## src/rtl/swdiv_pkg.sv

```systemverilog
package swdiv_pkg;

    localparam int MAIN_W = 13;
    localparam int SWAL_W = 5;
    localparam int PRE_W  = SWAL_W + 1;

    typedef enum logic [1:0] {
        MOD_8   = 2'b00,
        MOD_16  = 2'b01,
        MOD_32  = 2'b10,
        MOD_BAD = 2'b11
    } mod_sel_e;

    typedef struct packed {
        logic [PRE_W-1:0]  pval;
        logic [MAIN_W-1:0] bcnt;
        logic [SWAL_W-1:0] acnt;
    } div_cfg_t;

    function automatic logic [PRE_W-1:0] mod_to_p(input logic [1:0] sel);
        case (sel)
            MOD_8:   return PRE_W'(8);
            MOD_16:  return PRE_W'(16);
            MOD_32:  return PRE_W'(32);
            default: return '0;
        endcase
    endfunction

endpackage

```

## src/rtl/swdiv_cfg_hold.sv

```systemverilog
module swdiv_cfg_hold
    import swdiv_pkg::*;
#(
    parameter logic [PRE_W-1:0]  DEF_P = PRE_W'(8),
    parameter logic [MAIN_W-1:0] DEF_B = MAIN_W'(7),
    parameter logic [SWAL_W-1:0] DEF_A = '0
) (
    input  logic              clk,
    input  logic              rst_n,
    input  logic [1:0]        mod_sel,
    input  logic [MAIN_W-1:0] b_in,
    input  logic [SWAL_W-1:0] a_in,
    input  logic              load,
    output div_cfg_t          act_cfg,
    output div_cfg_t          next_cfg,
    output logic              cfg_err
);

    typedef struct packed {
        div_cfg_t act;
        logic     err;
    } hold_st_t;

    hold_st_t st_d, st_q;
    logic [PRE_W-1:0] p_in;
    logic             legal;
    div_cfg_t         cand;

    always_comb begin
        p_in  = mod_to_p(mod_sel);
        legal = (mod_sel != MOD_BAD)
              && ({1'b0, a_in} < p_in)
              && (b_in >= MAIN_W'(a_in))
              && (b_in != '0);
        cand.pval = p_in;
        cand.bcnt = b_in;
        cand.acnt = a_in;
        next_cfg  = legal ? cand : st_q.act;
        st_d      = st_q;
        st_d.err  = !legal;
        if (load) begin
            st_d.act = next_cfg;
        end
    end

    always_ff @(posedge clk) begin
        if (!rst_n) begin
            st_q.act.pval <= DEF_P;
            st_q.act.bcnt <= DEF_B;
            st_q.act.acnt <= DEF_A;
            st_q.err      <= 1'b0;
        end else begin
            st_q <= st_d;
        end
    end

    assign act_cfg = st_q.act;
    assign cfg_err = st_q.err;

endmodule

```

## src/rtl/swdiv_prescaler.sv

```systemverilog
module swdiv_prescaler
    import swdiv_pkg::*;
#(
    parameter logic [PRE_W-1:0] INIT_LEN = PRE_W'(8)
) (
    input  logic             clk,
    input  logic             rst_n,
    input  logic [PRE_W-1:0] next_len,
    output logic             tick
);

    typedef struct packed {
        logic [PRE_W-1:0] cnt;
    } pre_st_t;

    pre_st_t st_d, st_q;

    always_comb begin
        tick   = (st_q.cnt == '0);
        st_d   = st_q;
        if (tick) begin
            st_d.cnt = next_len - 1'b1;
        end else begin
            st_d.cnt = st_q.cnt - 1'b1;
        end
    end

    always_ff @(posedge clk) begin
        if (!rst_n) begin
            st_q.cnt <= INIT_LEN - 1'b1;
        end else begin
            st_q <= st_d;
        end
    end

endmodule

```

## src/rtl/swdiv_counters.sv

```systemverilog
module swdiv_counters
    import swdiv_pkg::*;
#(
    parameter logic [MAIN_W-1:0] INIT_B = MAIN_W'(7),
    parameter logic [SWAL_W-1:0] INIT_A = '0
) (
    input  logic              clk,
    input  logic              rst_n,
    input  logic              tick,
    input  logic [PRE_W-1:0]  act_p,
    input  div_cfg_t          next_cfg,
    output logic [PRE_W-1:0]  next_len,
    output logic              period_end,
    output logic [MAIN_W-1:0] main_left,
    output logic [SWAL_W-1:0] swal_left
);

    typedef struct packed {
        logic [MAIN_W-1:0] mn;
        logic [SWAL_W-1:0] sw;
    } cnt_st_t;

    cnt_st_t st_d, st_q;
    logic [SWAL_W-1:0] sw_after;
    logic              last_cyc;

    always_comb begin
        last_cyc   = (st_q.mn == MAIN_W'(1));
        period_end = tick && last_cyc;
        sw_after   = (st_q.sw != '0) ? (st_q.sw - 1'b1) : '0;
        if (last_cyc) begin
            next_len = next_cfg.pval + PRE_W'(next_cfg.acnt != '0);
        end else begin
            next_len = act_p + PRE_W'(sw_after != '0);
        end
        st_d = st_q;
        if (tick) begin
            if (last_cyc) begin
                st_d.mn = next_cfg.bcnt;
                st_d.sw = next_cfg.acnt;
            end else begin
                st_d.mn = st_q.mn - 1'b1;
                st_d.sw = sw_after;
            end
        end
    end

    always_ff @(posedge clk) begin
        if (!rst_n) begin
            st_q.mn <= INIT_B;
            st_q.sw <= INIT_A;
        end else begin
            st_q <= st_d;
        end
    end

    assign main_left = st_q.mn;
    assign swal_left = st_q.sw;

endmodule

```

## src/rtl/swallow_divider.sv

```systemverilog
module swallow_divider
    import swdiv_pkg::*;
#(
    parameter logic [1:0] DEF_SEL = 2'b00,
    parameter int         DEF_B   = 7,
    parameter int         DEF_A   = 0
) (
    input  logic              clk,
    input  logic              rst_n,
    input  logic [1:0]        mod_sel,
    input  logic [MAIN_W-1:0] b_cnt,
    input  logic [SWAL_W-1:0] a_cnt,
    output logic              div_pulse,
    output logic              cfg_err
);

    localparam logic [PRE_W-1:0]  DEF_P    = mod_to_p(DEF_SEL);
    localparam logic [MAIN_W-1:0] INIT_B   = MAIN_W'(DEF_B);
    localparam logic [SWAL_W-1:0] INIT_A   = SWAL_W'(DEF_A);
    localparam logic [PRE_W-1:0]  INIT_LEN = DEF_P + PRE_W'(DEF_A != 0);

    typedef struct packed {
        logic pulse;
    } top_st_t;

    top_st_t           st_d, st_q;
    div_cfg_t          act_cfg, next_cfg;
    logic              pre_tick, period_end;
    logic [PRE_W-1:0]  next_len;
    logic [MAIN_W-1:0] main_left;
    logic [SWAL_W-1:0] swal_left;

    swdiv_cfg_hold #(
        .DEF_P (DEF_P),
        .DEF_B (INIT_B),
        .DEF_A (INIT_A)
    ) u_cfg (
        .clk      (clk),
        .rst_n    (rst_n),
        .mod_sel  (mod_sel),
        .b_in     (b_cnt),
        .a_in     (a_cnt),
        .load     (period_end),
        .act_cfg  (act_cfg),
        .next_cfg (next_cfg),
        .cfg_err  (cfg_err)
    );

    swdiv_prescaler #(
        .INIT_LEN (INIT_LEN)
    ) u_pre (
        .clk      (clk),
        .rst_n    (rst_n),
        .next_len (next_len),
        .tick     (pre_tick)
    );

    swdiv_counters #(
        .INIT_B (INIT_B),
        .INIT_A (INIT_A)
    ) u_cnt (
        .clk        (clk),
        .rst_n      (rst_n),
        .tick       (pre_tick),
        .act_p      (act_cfg.pval),
        .next_cfg   (next_cfg),
        .next_len   (next_len),
        .period_end (period_end),
        .main_left  (main_left),
        .swal_left  (swal_left)
    );

    always_comb begin
        st_d       = st_q;
        st_d.pulse = period_end;
    end

    always_ff @(posedge clk) begin
        if (!rst_n) begin
            st_q.pulse <= 1'b0;
        end else begin
            st_q <= st_d;
        end
    end

    assign div_pulse = st_q.pulse;

endmodule

```

## config.mk

```make
export PLATFORM = sky130hd
export DESIGN_NAME = swallow_divider
export DESIGN_NICKNAME = d
export VERILOG_FILES = /design/src/rtl/swdiv_pkg.sv /design/src/rtl/swdiv_cfg_hold.sv /design/src/rtl/swdiv_prescaler.sv /design/src/rtl/swdiv_counters.sv /design/src/rtl/swallow_divider.sv
export SDC_FILE = /design/constraint.sdc
export NUM_CORES = 1
export LEC_CHECK = 0
export ABC_AREA = 1
export BUFFER_PORTS_ARGS = -buffer_cell sky130_fd_sc_hd__buf_4
export CAP_MARGIN = 20
export CORE_MARGIN = 2
export CORE_UTILIZATION = 50
export DETAILED_ROUTE_END_ITERATION = 7
export GPL_TIMING_DRIVEN = 0
export PLACE_DENSITY = 0.68
export SYNTH_ARGS = -nofsm -noshare
export SYNTH_HDL_FRONTEND = slang
export SYNTH_SLANG_ARGS = --single-unit
```

## constraint.sdc

```tcl
create_clock -name clk -period 3.93 [get_ports clk]
set_input_delay 0.786 -clock clk [delete_from_list [all_inputs] [get_ports clk]]
set_output_delay 0.786 -clock clk [all_outputs]
set_load 0.01 [all_outputs]
```

* After elaboration in Yosys (flattened, before gate mapping)
Index checks and enable logic that the tools add are counted.
** Storage, ports and cells
- Logic and storage cells :: 37
- Input bits :: 22
- Output and inout bits :: 2
- Register bits :: 50
** Cells by class
- Add/subtract/negate cells :: 6
- Reduce and logical (&&, ||, !) cells :: 11
- Mux-type cells :: 6
- Magnitude comparators :: 2
- Equality and inequality tests :: 4
** Operators by type and width (count)
- $mux W24 :: 1
- $mux W18 :: 1
- $pmux W6 S3 :: 1
- $reduce_bool A5 Y1 :: 3
- $eq A13 B1 Y1 const B :: 1
- $ge A13 B5 Y1 :: 1
- $reduce_bool A13 Y1 :: 1
- $sub A13 B1 Y13 const B :: 1
- $add A6 B1 Y6 :: 2
- $mux W6 :: 2
- $sub A6 B1 Y6 const B :: 2
- $logic_not A6 Y1 :: 1
- $lt A5 B6 Y1 :: 1
- $mux W5 :: 1
- $sub A5 B1 Y5 const B :: 1
- $logic_and A1 B1 Y1 :: 4
- $eq A2 B1 Y1 const B :: 1
- $eq A2 B2 Y1 const B :: 1
- $logic_not A2 Y1 :: 1
- $ne A2 B2 Y1 const B :: 1
- $logic_not A1 Y1 :: 1

* Longest topological paths before layout
Gate-level depths: netlist of the first run.
- Word-level depth :: 12
- Depth in mapped cells :: 30

* Hierarchy
A second synthesis of the first run with hierarchy kept.
** Unflattened totals
- Cells, all modules :: 596
- Area total of the unflattened synthesis :: 3607.2 um^2
** By module, submodules not included
- swdiv_cfg_hold :: area each 1597.8 um^2, instances 1, cells an instance 266, seq. area each 500.5 um^2
- swdiv_counters :: area each 1551.5 um^2, instances 1, cells an instance 261, seq. area each 360.3 um^2
- swdiv_prescaler :: area each 430.4 um^2, instances 1, cells an instance 66, seq. area each 120.1 um^2
- swallow_divider :: area each 27.5 um^2, instances 1, cells an instance 3, seq. area each 20.0 um^2

* Worst setup path before layout of the first run
Ideal clock, no wire load.
- Kind :: input to register
- Start :: input mod_sel[0]
- End :: register u_pre.st_q[5] in the netlist's numbering
- Setup time :: 0.113 ns
- Required time :: 3.817 ns
- Path buffers :: 1
- Arrival :: 3.486 ns
- Cell stages on the path :: 25
- Setup slack :: 0.331 ns
- Path through :: inv_2 nor2_1 inv_1 ha_1 inv_1 a21oi_1 nand2_1 nand3_2 nor2_4 nand2_4 buf_2 o21ai_0 inv_1 nor3_1 nand3_1 ha_1 ha_1 nand2_1 nand3_2 nor2_1 nand3_2 nor2_1 nand2_1 nor2_1 nor2_1
** Between the ends
- Longest elaborated chain between the ends :: 12
- Elaborated cells between the ends (all ways) :: 15
** Ends and longest elaborated chain
- start: declaration :: RTL line swallow_divider.sv:10 : input logic [1:0] mod_sel,
- $eq A2 B2 Y1 (tied with other cells) :: RTL line swdiv_pkg.sv:21 : case (sel)
- $pmux W6 S3 :: RTL line swdiv_pkg.sv:21
- $lt A5 B6 Y1 :: RTL line swdiv_cfg_hold.sv:32 : && ({1'b0, a_in} < p_in)
- $logic_and A1 B1 Y1 :: RTL line swdiv_cfg_hold.sv:32
- $logic_and A1 B1 Y1 :: RTL line swdiv_cfg_hold.sv:33 : && (b_in >= MAIN_W'(a_in))
- $logic_and A1 B1 Y1 :: RTL line swdiv_cfg_hold.sv:34 : && (b_in != '0);
- $mux W24 * :: RTL line swdiv_cfg_hold.sv:38 : next_cfg = legal ? cand : st_q.act;
- $reduce_bool A5 Y1 :: RTL line swdiv_counters.sv:32 : next_len = next_cfg.pval + PRE_W'(next_cfg.acnt != '0);
- $add A6 B1 Y6 * :: RTL line swdiv_counters.sv:32
- $mux W6 * :: RTL line swdiv_counters.sv:31 : if (last_cyc) begin
- $sub A6 B1 Y6 * :: RTL line swdiv_prescaler.sv:22 : st_d.cnt = next_len - 1'b1;
- $mux W6 * :: RTL line swdiv_prescaler.sv:21 : if (tick) begin
- end signal: assignment :: RTL line swdiv_prescaler.sv:32 : st_q <= st_d;
- end: declaration :: RTL line swdiv_prescaler.sv:16 : pre_st_t st_d, st_q;
Every way passes the cells marked *; elsewhere a longest branch is shown, timed or not.
A chain may end at the register's enable or synchronous reset.

* Worst setup path in the final report of the first run
- Start :: input mod_sel[1]
- End :: register u_pre.st_q[5] in the netlist's numbering
The elaborated chain is that of the path after synthesis.

==> results of run 1 <==
power groups by stage:
stage               Clock [mW]  Sequential (mW)  Combinational [mW]
floorplan                    0            0.524              0.0795
global placement             0            0.523               0.126
detailed placement           0            0.523               0.128
CTS                      0.384            0.512               0.129
global route             0.404            0.512               0.159
finish                   0.382            0.512               0.142
Yosys cell counts, types with 4 or more instances:
library cell    n  area share
o21ai_0        17       0.028
nand3_1        25       0.041
dfxtp_1        50        0.33
nand2_1       113        0.14
nor2_2          5       0.010
nand2_2         7       0.014
nand3_2         6       0.020
nor2_1         31       0.038
nor3_1          5      0.0082
a31oi_1         9       0.018
inv_2          16       0.020
xor2_1          7       0.020
o22ai_1         4      0.0082
a21oi_1        27       0.044
inv_1          54       0.067
clkbuf_1        6      0.0074
or2_2           6       0.012
o211ai_1       12       0.030
ha_1           14       0.057
buf_2           6      0.0099
final cells by class:
cell class	count	area, sq um	share of cell area
timing repair buffer	27	203	0.0583
sequential	50	1000	0.288
multi-input combinational	313	1730	0.497
buffer	13	72.6	0.0209
tap	75	93.8	0.0270
inverter	71	267	0.0767
clock buffer	5	68.8	0.0198
clock inverter	3	43.8	0.0126
state kept, by name, indices dropped and copies added (netlist names):
register / cells
div_pulse: 1
u_cnt.swal_left: 5
u_pre.st_q: 6
u_cnt.main_left: 13
u_cfg.cfg_err: 1
u_cfg.act_cfg: 24
worst max path at each step:
stage	to	slack [ps]
after floorplan	u_pre.st_q[5]	330
after global placement	u_pre.st_q[5]	-210
after detailed placement	u_pre.st_q[5]	-220
after CTS	u_pre.st_q[5]	110
after global routing	u_pre.st_q[5]	-4
final	u_pre.st_q[5]	280
layer usage:
| layer | global-route usage | routed length, um | up-vias |
|---|---|---|---|
| li1 | - | - | 1502 |
| met5 | 0 | 0 | - |
| met1 | 0.307 | 3560 | 1288 |
| met2 | 0.440 | 3610 | 41 |
| met4 | 0.0583 | 122 | 0 |
| met3 | 0.0429 | 223 | 11 |
repair_timing:
item	4_1_cts	5_1_grt
setup buffers	0	4
gates resized for setup	0	10
setup endpoints to repair	0	4
through the flow:
stage	util	total power [mW]
4_1_cts	0.579	1.02
3_3_place_gp	0.560	0.649
6_report	0.587	1.04
3_5_place_dp	0.560	0.652
5_1_grt	0.587	1.07
2_1_floorplan	-	0.603
cells by family (layout without fill, tap and decap cells):
kind of cell | after synthesis | in the layout | synth area share
mux | 1 | 1 | 0.00328
fa+ha+maj | 14 | 14 | 0.0575
compound gates | 76 | 76 | 0.146
xor+xnor | 10 | 10 | 0.0287
flops | 50 | 50 | 0.328
buf+inv | 84 | 119 | 0.107
simple gates | 212 | 212 | 0.329
worst max-delay path: cells and delay by family:
kind            cells  cell delay (ps)
simple gates       15             1540
fa+ha+maj           3              790
buf+inv             4              440
compound gates      2              350
==> summary.md, run 1 <==
| Metric | Value |
|---|---|
| Share of layout cells above drive strength 1 | 0.195 |
| Pwr/cell area | 298 nW/um^2 |
| Total Routing Usage GR | 0.247 |
| Worst setup margin | 284 ps |
| Post-DP Area | 3310 sq um |
| Placer congestion estimate | 0.857 |
| Ant diodes | 0 |
| Crit-path max FO | 10 |
| Post-Synthesis Cells | 447 |
| Clock Tree Buf Depth | 2 |
| Hold_sp | u_cfg.act_cfg[4] |
| Critical path origin | mod_sel[1] |
| Largest net degree at the start of global routing | 17 |
| Post-DP HPWL | 5690 um |
| Rows | 28 |
| Core Area | 5920 sq um |
| Fillers | 593 |
| Outcome | finished clean |
| CTS Sinks | 50 |
| Hold worst-path end | u_cfg.act_cfg[4] |
| Most frequent cells in the layout | nand2_1, inv_1, dfxtp_1 |
| Slew HR | 0.610 |
| #FFs+latches synth | 50 |
| DR vias | 2842 |
| Worst-margin pin slew | 586 ps |
| Period utilisation layout | 0.928 |
| Most used cell, CP | nand2_1 |
| Hold Vio Cnt, Final | 0 |
| Synth warnings | 0 |
| TritonCTS clock tree | built |
| Slowest cell on the critical path | o21ai_0 |
| First-pass GRT wire length | 12700 um |
| Synth-to-Final Area Change | 14.0% |
| Final Cell Area | 3480 sq um |
| Max incr delay on CP | 320 ps |
| Sw Share | 0.268 |
| Number of global-route vias before repair | 2754 |
| H-tree levels | 2 |
| Crit path arrival time | 3910 ps |
| Width of the die | 82.1 um |
| Wirelength per Cell | 13.5 um |
| Reg-to-reg critical path startpoint | u_cnt.swal_left[0] |
| Avg Vias per Cell | 5.10 |
| Critical Path Sink Type | flip-flop |
| Post-synth ARST share | 0 |
| Register area share after synthesis | 0.328 |
| WHS Path Cells | 2 |
| Comb pwr share | 0.137 |
| Post-CTS Hold Buffers | 0 |
| PortBufs | 23 |
| Worst-path cell chain | buf_4, nor2_2, inv_1, ha_1, inv_1, a21oi_1, nand2_1, nand3_2, nor2_4, nand2_4, buf_6, o21ai_0, nand3_1, ha_1, ha_1, nand2_1, nand3_2, nor2_1, nand3_2, nor2_1, nand2_1, nand2_1, nand2_1, nor2_1 |
| CP required | 4200 ps |
| Clock share of power | 0.369 |
| Pre-Repair DR Iteration Count | 4 |
| Top-Level Pins | 24 |
| Worst hold-check path type | reg2reg |
| Die H | 82.1 um |
| Reg-to-Reg End | u_pre.st_q[4] |
| Nets | 517 |
| Reg2Reg Depth | 19 |
| R2R setup slack | 1050 ps |
| F_max | 274 MHz |
| Maxcap violations | 0 |
| Synth unique cells | 38 |
| Starting Density | 0.515 |
| Syn avg cell area | 6.82 sq um |
| Die area | 6740 sq um |
| Synth Cell Area | 3050 sq um |
| VDD IR-drop max | 0.202 mV |
| CTS root buf | clkbuf_8 |
| Final setup violation count | 0 |
| Fin Hold WS | 457 ps |
| Post-Route Skew | 12.7 ps |
| Slew Limit Fails | 0 |
| Static Leak | 1.64 nW |
| Setup crit start kind | input port |
| Setup TNS | 0 ps |
| Seq pwr share | 0.494 |
| Initial antenna violation count | 0 |
| Dpl ws | -216 ps |
| Worst-path clk slew | 110 ps |
| Total gr overflow | 0 |
| Fin cells | 557 |
| DRC errors left | 0 |
| Internal power | 758 uW |
| 1st-iter DRT viols | 89 |
| Clk_lat worst skew | 320 ps |
| Sw power | 278 uW |
| Leading cell type in the layout, fill and taps excluded | nand2_1 |
| Syn nets | 483 |
| Setup CP Type | in2reg |
| Post-synth EDFFs | 0 |
| Final WL | 7520 um |
| Post-route ant nets | 0 |
| Total placed cells including tap cells | 545 |
| Fin crit period | 3650 ps |
| CTS Buf Count | 5 |
| Synth Flop Type | dfxtp_1 |
Note: power is estimated with default switching activity, not from simulation.
==> inputs of run 2 (changes only) <==
Settings changed: GPL_TIMING_DRIVEN 0 to default.
Clock period 3.93 ns to 4.3 ns, I/O delays scaled along.
==> run 2 against run 1 <==
Global-route usage down 0.54 points. Setup slack better by 310 ps. Critical path type unchanged. Largest power group unchanged. First-iteration DRC count increased by 18%. Cell area fell by 2.5%. Final cell count shrank 2.3%. Power is 14% lower. Combinational power shrank 18%. Critical endpoint unchanged. Critical path depth grew 1.
==> summary.md, run 2 (synthesis gave the netlist of run 1 again) <==
| Metric | Value |
|---|---|
| Met2 WL | 3690 um |
| Top-Level Pins | 24 |
| Post-Route Skew | 5.43 ps |
| TritonCTS clock tree | built |
| Core Area | 5920 sq um |
| Sw Share | 0.265 |
| Hold_sp | u_cfg.act_cfg[12] |
| Worst-margin pin slew | 527 ps |
| Rows | 28 |
| Max FFs per register | 24 |
| Initial antenna violation count | 0 |
| Post-DP HPWL | 5600 um |
| VDD IR-drop max | 0.146 mV |
| Hold Vio Cnt, Final | 0 |
| H-tree levels | 2 |
| Total gr overflow | 0 |
| PortBufs | 23 |
| Nets | 504 |
| 1st-iter DRT viols | 105 |
| Outcome | finished clean |
| Maxcap violations | 0 |
| Critical path origin | mod_sel[1] |
| Crit path arrival time | 3960 ps |
| Final setup violation count | 0 |
| DRC errors left | 0 |
| Pwr/cell area | 264 nW/um^2 |
| Reg-to-reg critical path startpoint | u_cnt.swal_left[0] |
| DR vias | 2821 |
| Seq pwr share | 0.523 |
| Die area | 6740 sq um |
| Synth-to-Final Area Change | 11.2% |
| Worst-path clk slew | 100 ps |
| Width of the die | 82.1 um |
| Wirelength per Cell | 13.6 um |
| Clk_lat worst skew | 300 ps |
| Setup Buffers After CTS | 0 |
| Clock Tree Buf Depth | 2 |
| Total Routing Usage GR | 0.241 |
| Largest net degree at the start of global routing | 26 |
| Post-route ant nets | 0 |
| WL met1 | 3350 um |
| Final WL | 7390 um |
| CTS root buf | clkbuf_8 |
| RSZ-0062 raised after global routing | no |
| Ant diodes | 0 |
| Slew HR | 0.645 |
| Setup crit start kind | input port |
| Critical Path Sink Type | flip-flop |
| Crit-path max FO | 19 |
| Post-CTS Hold Buffers | 0 |
| CP required | 4550 ps |
| First-pass GRT wire length | 12500 um |
| CTS Buf Count | 5 |
| Share of layout cells above drive strength 1 | 0.181 |
| CTS Sinks | 50 |
| Worst hold-check path type | reg2reg |
| Fin crit period | 3710 ps |
| Number of global-route vias before repair | 2732 |
| Sw power | 237 uW |
| Max Used Layer | met4 |
| Setup TNS | 0 ps |
| Placer congestion estimate | 0.855 |
| Pre-Repair DR Iteration Count | 4 |
| Fillers | 598 |
| F_max | 270 MHz |
| Leading cell type in the layout, fill and taps excluded | nand2_1 |
| Starting Density | 0.515 |
| Metal3 WL | 278 um |
| Setup CP Type | in2reg |
| Comb pwr share | 0.130 |
| Fin Hold WS | 469 ps |
| Period utilisation layout | 0.863 |
| Static Leak | 1.59 nW |
| Clock share of power | 0.347 |
| Internal power | 657 uW |
| Slew Limit Fails | 0 |
| Most frequent cells in the layout | nand2_1, inv_1, dfxtp_1 |
| Avg Vias per Cell | 5.19 |
| Cts repair resizes | 0 |
| Die H | 82.1 um |
run 2: per-layer routing:
| metal | GRT usage | up-vias |
|---|---|---|
| li1 | - | 1488 |
| met1 | 0.304 | 1283 |
| met2 | 0.438 | 43 |
| met3 | 0.0275 | 7 |
| met4 | 0.0550 | 0 |
| met5 | 0 | - |
run 2: stage by stage:
step | utilization | std cells | area (sq um) | total power, mW | worst slack (ps)
after global routing | 0.572 | 544 | 3390 | 0.938 | 133
after global placement | 0.555 | 536 | 3280 | 0.591 | 421
after CTS | 0.572 | 544 | 3390 | 0.903 | 572
after floorplan | - | 447 | 3050 | 0.551 | 627
after detailed placement | 0.555 | 536 | 3280 | 0.594 | 256
final | 0.572 | 544 | 3390 | 0.894 | 591
run 2: area by class of cell:
class	count	area [sq um]	area share
Sequential cell	50	1000	0.295
Inverter	71	267	0.0786
Clock inverter	1	8.76	0.00258
Tap cell	75	93.8	0.0277
Timing Repair Buffer	27	203	0.0598
Clock buffer	7	96.3	0.0284
Multi-Input combinational cell	313	1720	0.508
run 2: worst max-delay path, stage by stage:
cell and delay [ps]:
buf_4 130, nor2_1 160, inv_1 90, ha_1 290, inv_1 60, a21oi_1 30
nand2_1 60, nand3_2 80, nor2_4 150, nand2_4 150, o21ai_0 240, inv_1 100
nor3_1 170, nand3_1 120, ha_1 220, ha_1 270, nand2_1 80, nand3_2 80
nor2_1 140, nand3_2 100, nor2_1 110, nand2_1 70, nand2_1 60, nand2_1 50
nor2_1 80
run 2: power by group through the flow:
stage | combinational, mW | sequential [mW] | clock [mW]
2_1_floorplan | 0.0726 | 0.479 | 0
3_3_place_gp | 0.112 | 0.478 | 0
3_5_place_dp | 0.115 | 0.478 | 0
4_1_cts | 0.116 | 0.468 | 0.319
5_1_grt | 0.132 | 0.468 | 0.338
6_report | 0.116 | 0.468 | 0.310
run 2: final timing paths:
check                           end  slack, ps  cells past startpoint
setup reg to reg      u_pre.st_q[4]       1490                     19
hold reg to reg   u_cfg.act_cfg[12]        470                      2
setup / recovery      u_pre.st_q[5]        590                     25
hold / removal    u_cfg.act_cfg[12]        470                      2
==> inputs of run 3 (changes only) <==
Settings changed: CORE_UTILIZATION 50 to 65, PLACE_DENSITY 0.68 to 0.85.
==> run 3 against run 2 <==
Final cell count is 4.6% lower. Sequential power hardly changed. Via count is 3.8% higher. Setup slack worse by 41 ps. Combinational power is 4% lower. Critical path depth stayed put. Worst hold slack worse by 3.1 ps. Cell area is 1.5% lower. Sequential share of layout area is 0.44 points higher. Power is 1.7% lower. Die area is 22% lower. Critical path type unchanged.
==> summary.md, run 3 (synthesis gave the netlist of run 1 again) <==
| Metric | Value |
|---|---|
| Outcome | finished clean |
| Max FFs per register | 24 |
| Final Power | 878 uW |
| Rows | 24 |
| Wirelength per Cell | 13.9 um |
| Setup CP Type | in2reg |
| Total Routing Usage GR | 0.297 |
| Top-Level Pins | 24 |
| Clk_lat worst skew | 310 ps |
| Sw power | 239 uW |
| Width of the die | 72.5 um |
| Static Leak | 1.57 nW |
| Slew HR | 0.438 |
| Most frequent cells in the layout | nand2_1, inv_1, dfxtp_1 |
| Nets | 502 |
| 1st-iter DRT viols | 185 |
| Reg2Reg Depth | 19 |
| Synth-to-Final Area Change | 9.56% |
| F_max | 267 MHz |
| WHS Path Cells | 2 |
| Number of global-route vias before repair | 2800 |
| Starting Density | 0.686 |
| CTS Buf Count | 5 |
| Seq pwr share | 0.533 |
| Share of layout cells above drive strength 1 | 0.178 |
| H-tree levels | 2 |
| Setup Buffers After CTS | 0 |
| Post-Route Skew | 4.40 ps |
| DR vias | 2928 |
| Total gr overflow | 0 |
| CP required | 4550 ps |
| CTS Sinks | 50 |
| Setup TNS | 0 ps |
| Placer congestion estimate | 0.919 |
| Worst-margin pin slew | 838 ps |
| Pwr/cell area | 263 nW/um^2 |
| Core Area | 4440 sq um |
| Period utilisation layout | 0.872 |
| Leading cell type in the layout, fill and taps excluded | nand2_1 |
| RSZ-0062 raised after global routing | no |
| PortBufs | 23 |
| Final Core Density | 0.751 |
| Comb pwr share | 0.126 |
| Fillers | 359 |
| Fin crit period | 3750 ps |
| Ant diodes | 0 |
| Post-DP HPWL | 5320 um |
| Sw Share | 0.272 |
| Worst-path clk slew | 90 ps |
| Post-CTS Hold Buffers | 0 |
| VDD IR-drop max | 0.217 mV |
| Post-route ant nets | 0 |
| DRC errors left | 0 |
| First-pass GRT wire length | 12300 um |
| Internal power | 640 uW |
| TritonCTS clock tree | built |
| CTS root buf | clkbuf_8 |
| Slew Limit Fails | 0 |
| Crit path arrival time | 4000 ps |
| Clock Tree Buf Depth | 2 |
| Crit-path max FO | 19 |
| Avg Vias per Cell | 5.64 |
| Die area | 5250 sq um |
| Final WL | 7190 um |
| Initial antenna violation count | 0 |
| Largest net degree at the start of global routing | 27 |
| Worst hold-check path type | reg2reg |
| Cts repair resizes | 0 |
| Pre-Repair DR Iteration Count | 4 |
| Final setup violation count | 0 |
| Setup crit start kind | input port |
| Maxcap violations | 0 |
| Hold Vio Cnt, Final | 0 |
| Die H | 72.5 um |
| Clock share of power | 0.341 |
| Critical Path Sink Type | flip-flop |
[run 3: changes by cell type in the layout (fill, tap and decap cells not counted), sizes merged]
cell	before	now
clkinv	2	1
clkbuf	7	6
inv	70	71
buf	27	25
clkinvlp	0	1
[run 3: area by class of cell]
cell class	instances	area [sq um]	share of cell area
clock buffer	6	82.6	0.0247
clock inverter	2	16.3	0.00487
inverter	71	267	0.0798
multi-input combinational	313	1720	0.515
sequential	50	1000	0.300
tap	52	65.1	0.0195
timing repair buffer	25	188	0.0562
[run 3: power groups by stage]
stage	logic (mW)	registers, mW	clock network [mW]
global placement	0.106	0.478	0
finish	0.111	0.468	0.300
detailed placement	0.109	0.478	0
floorplan	0.0726	0.479	0
CTS	0.109	0.468	0.300
global route	0.125	0.468	0.320
[run 3: through the flow]
step / instance area (sq um) / cells / worst slack, ps / hold WS, ps
floorplan: 3050 / 447 / 627 / 426
global placement: 3240 / 511 / 447 / 449
detailed placement: 3240 / 511 / 244 / 447
CTS: 3340 / 519 / 562 / 463
global route: 3340 / 519 / 189 / 478
finish: 3340 / 519 / 550 / 466
[run 3: path summary, 6_finish.rpt]
check	from	endpoint	slack, ps
setup / recovery	mod_sel[1]	u_pre.st_q[5]	550
hold reg to reg	u_cfg.act_cfg[4]	u_cfg.act_cfg[4]	470
hold / removal	u_cfg.act_cfg[4]	u_cfg.act_cfg[4]	470
setup reg to reg	u_cnt.swal_left[0]	u_pre.st_q[4]	1360
[run 3: per-layer routing]
metal	track usage	wire [um]	vias up
li1	-	-	1475
met1	0.367	3110	1360
met2	0.539	3580	84
met3	0.0528	426	9
met4	0.0638	72	0
met5	0	0	-
[run 3: worst max-delay path, cell delays in order]
cell and delay, ps:
buf_4 130, nor2_1 170, inv_1 90, ha_1 270
inv_1 50, a21oi_1 40, nand2_1 70, nand3_2 80
nor2_4 160, nand2_4 160, o21ai_0 260, inv_1 90
nor3_1 180, nand3_1 120, ha_1 220, ha_1 280
nand2_1 80, nand3_2 80, nor2_1 130, nand3_2 100
nor2_1 110, nand2_1 70, nand2_1 60, nand2_1 40
nor2_1 90
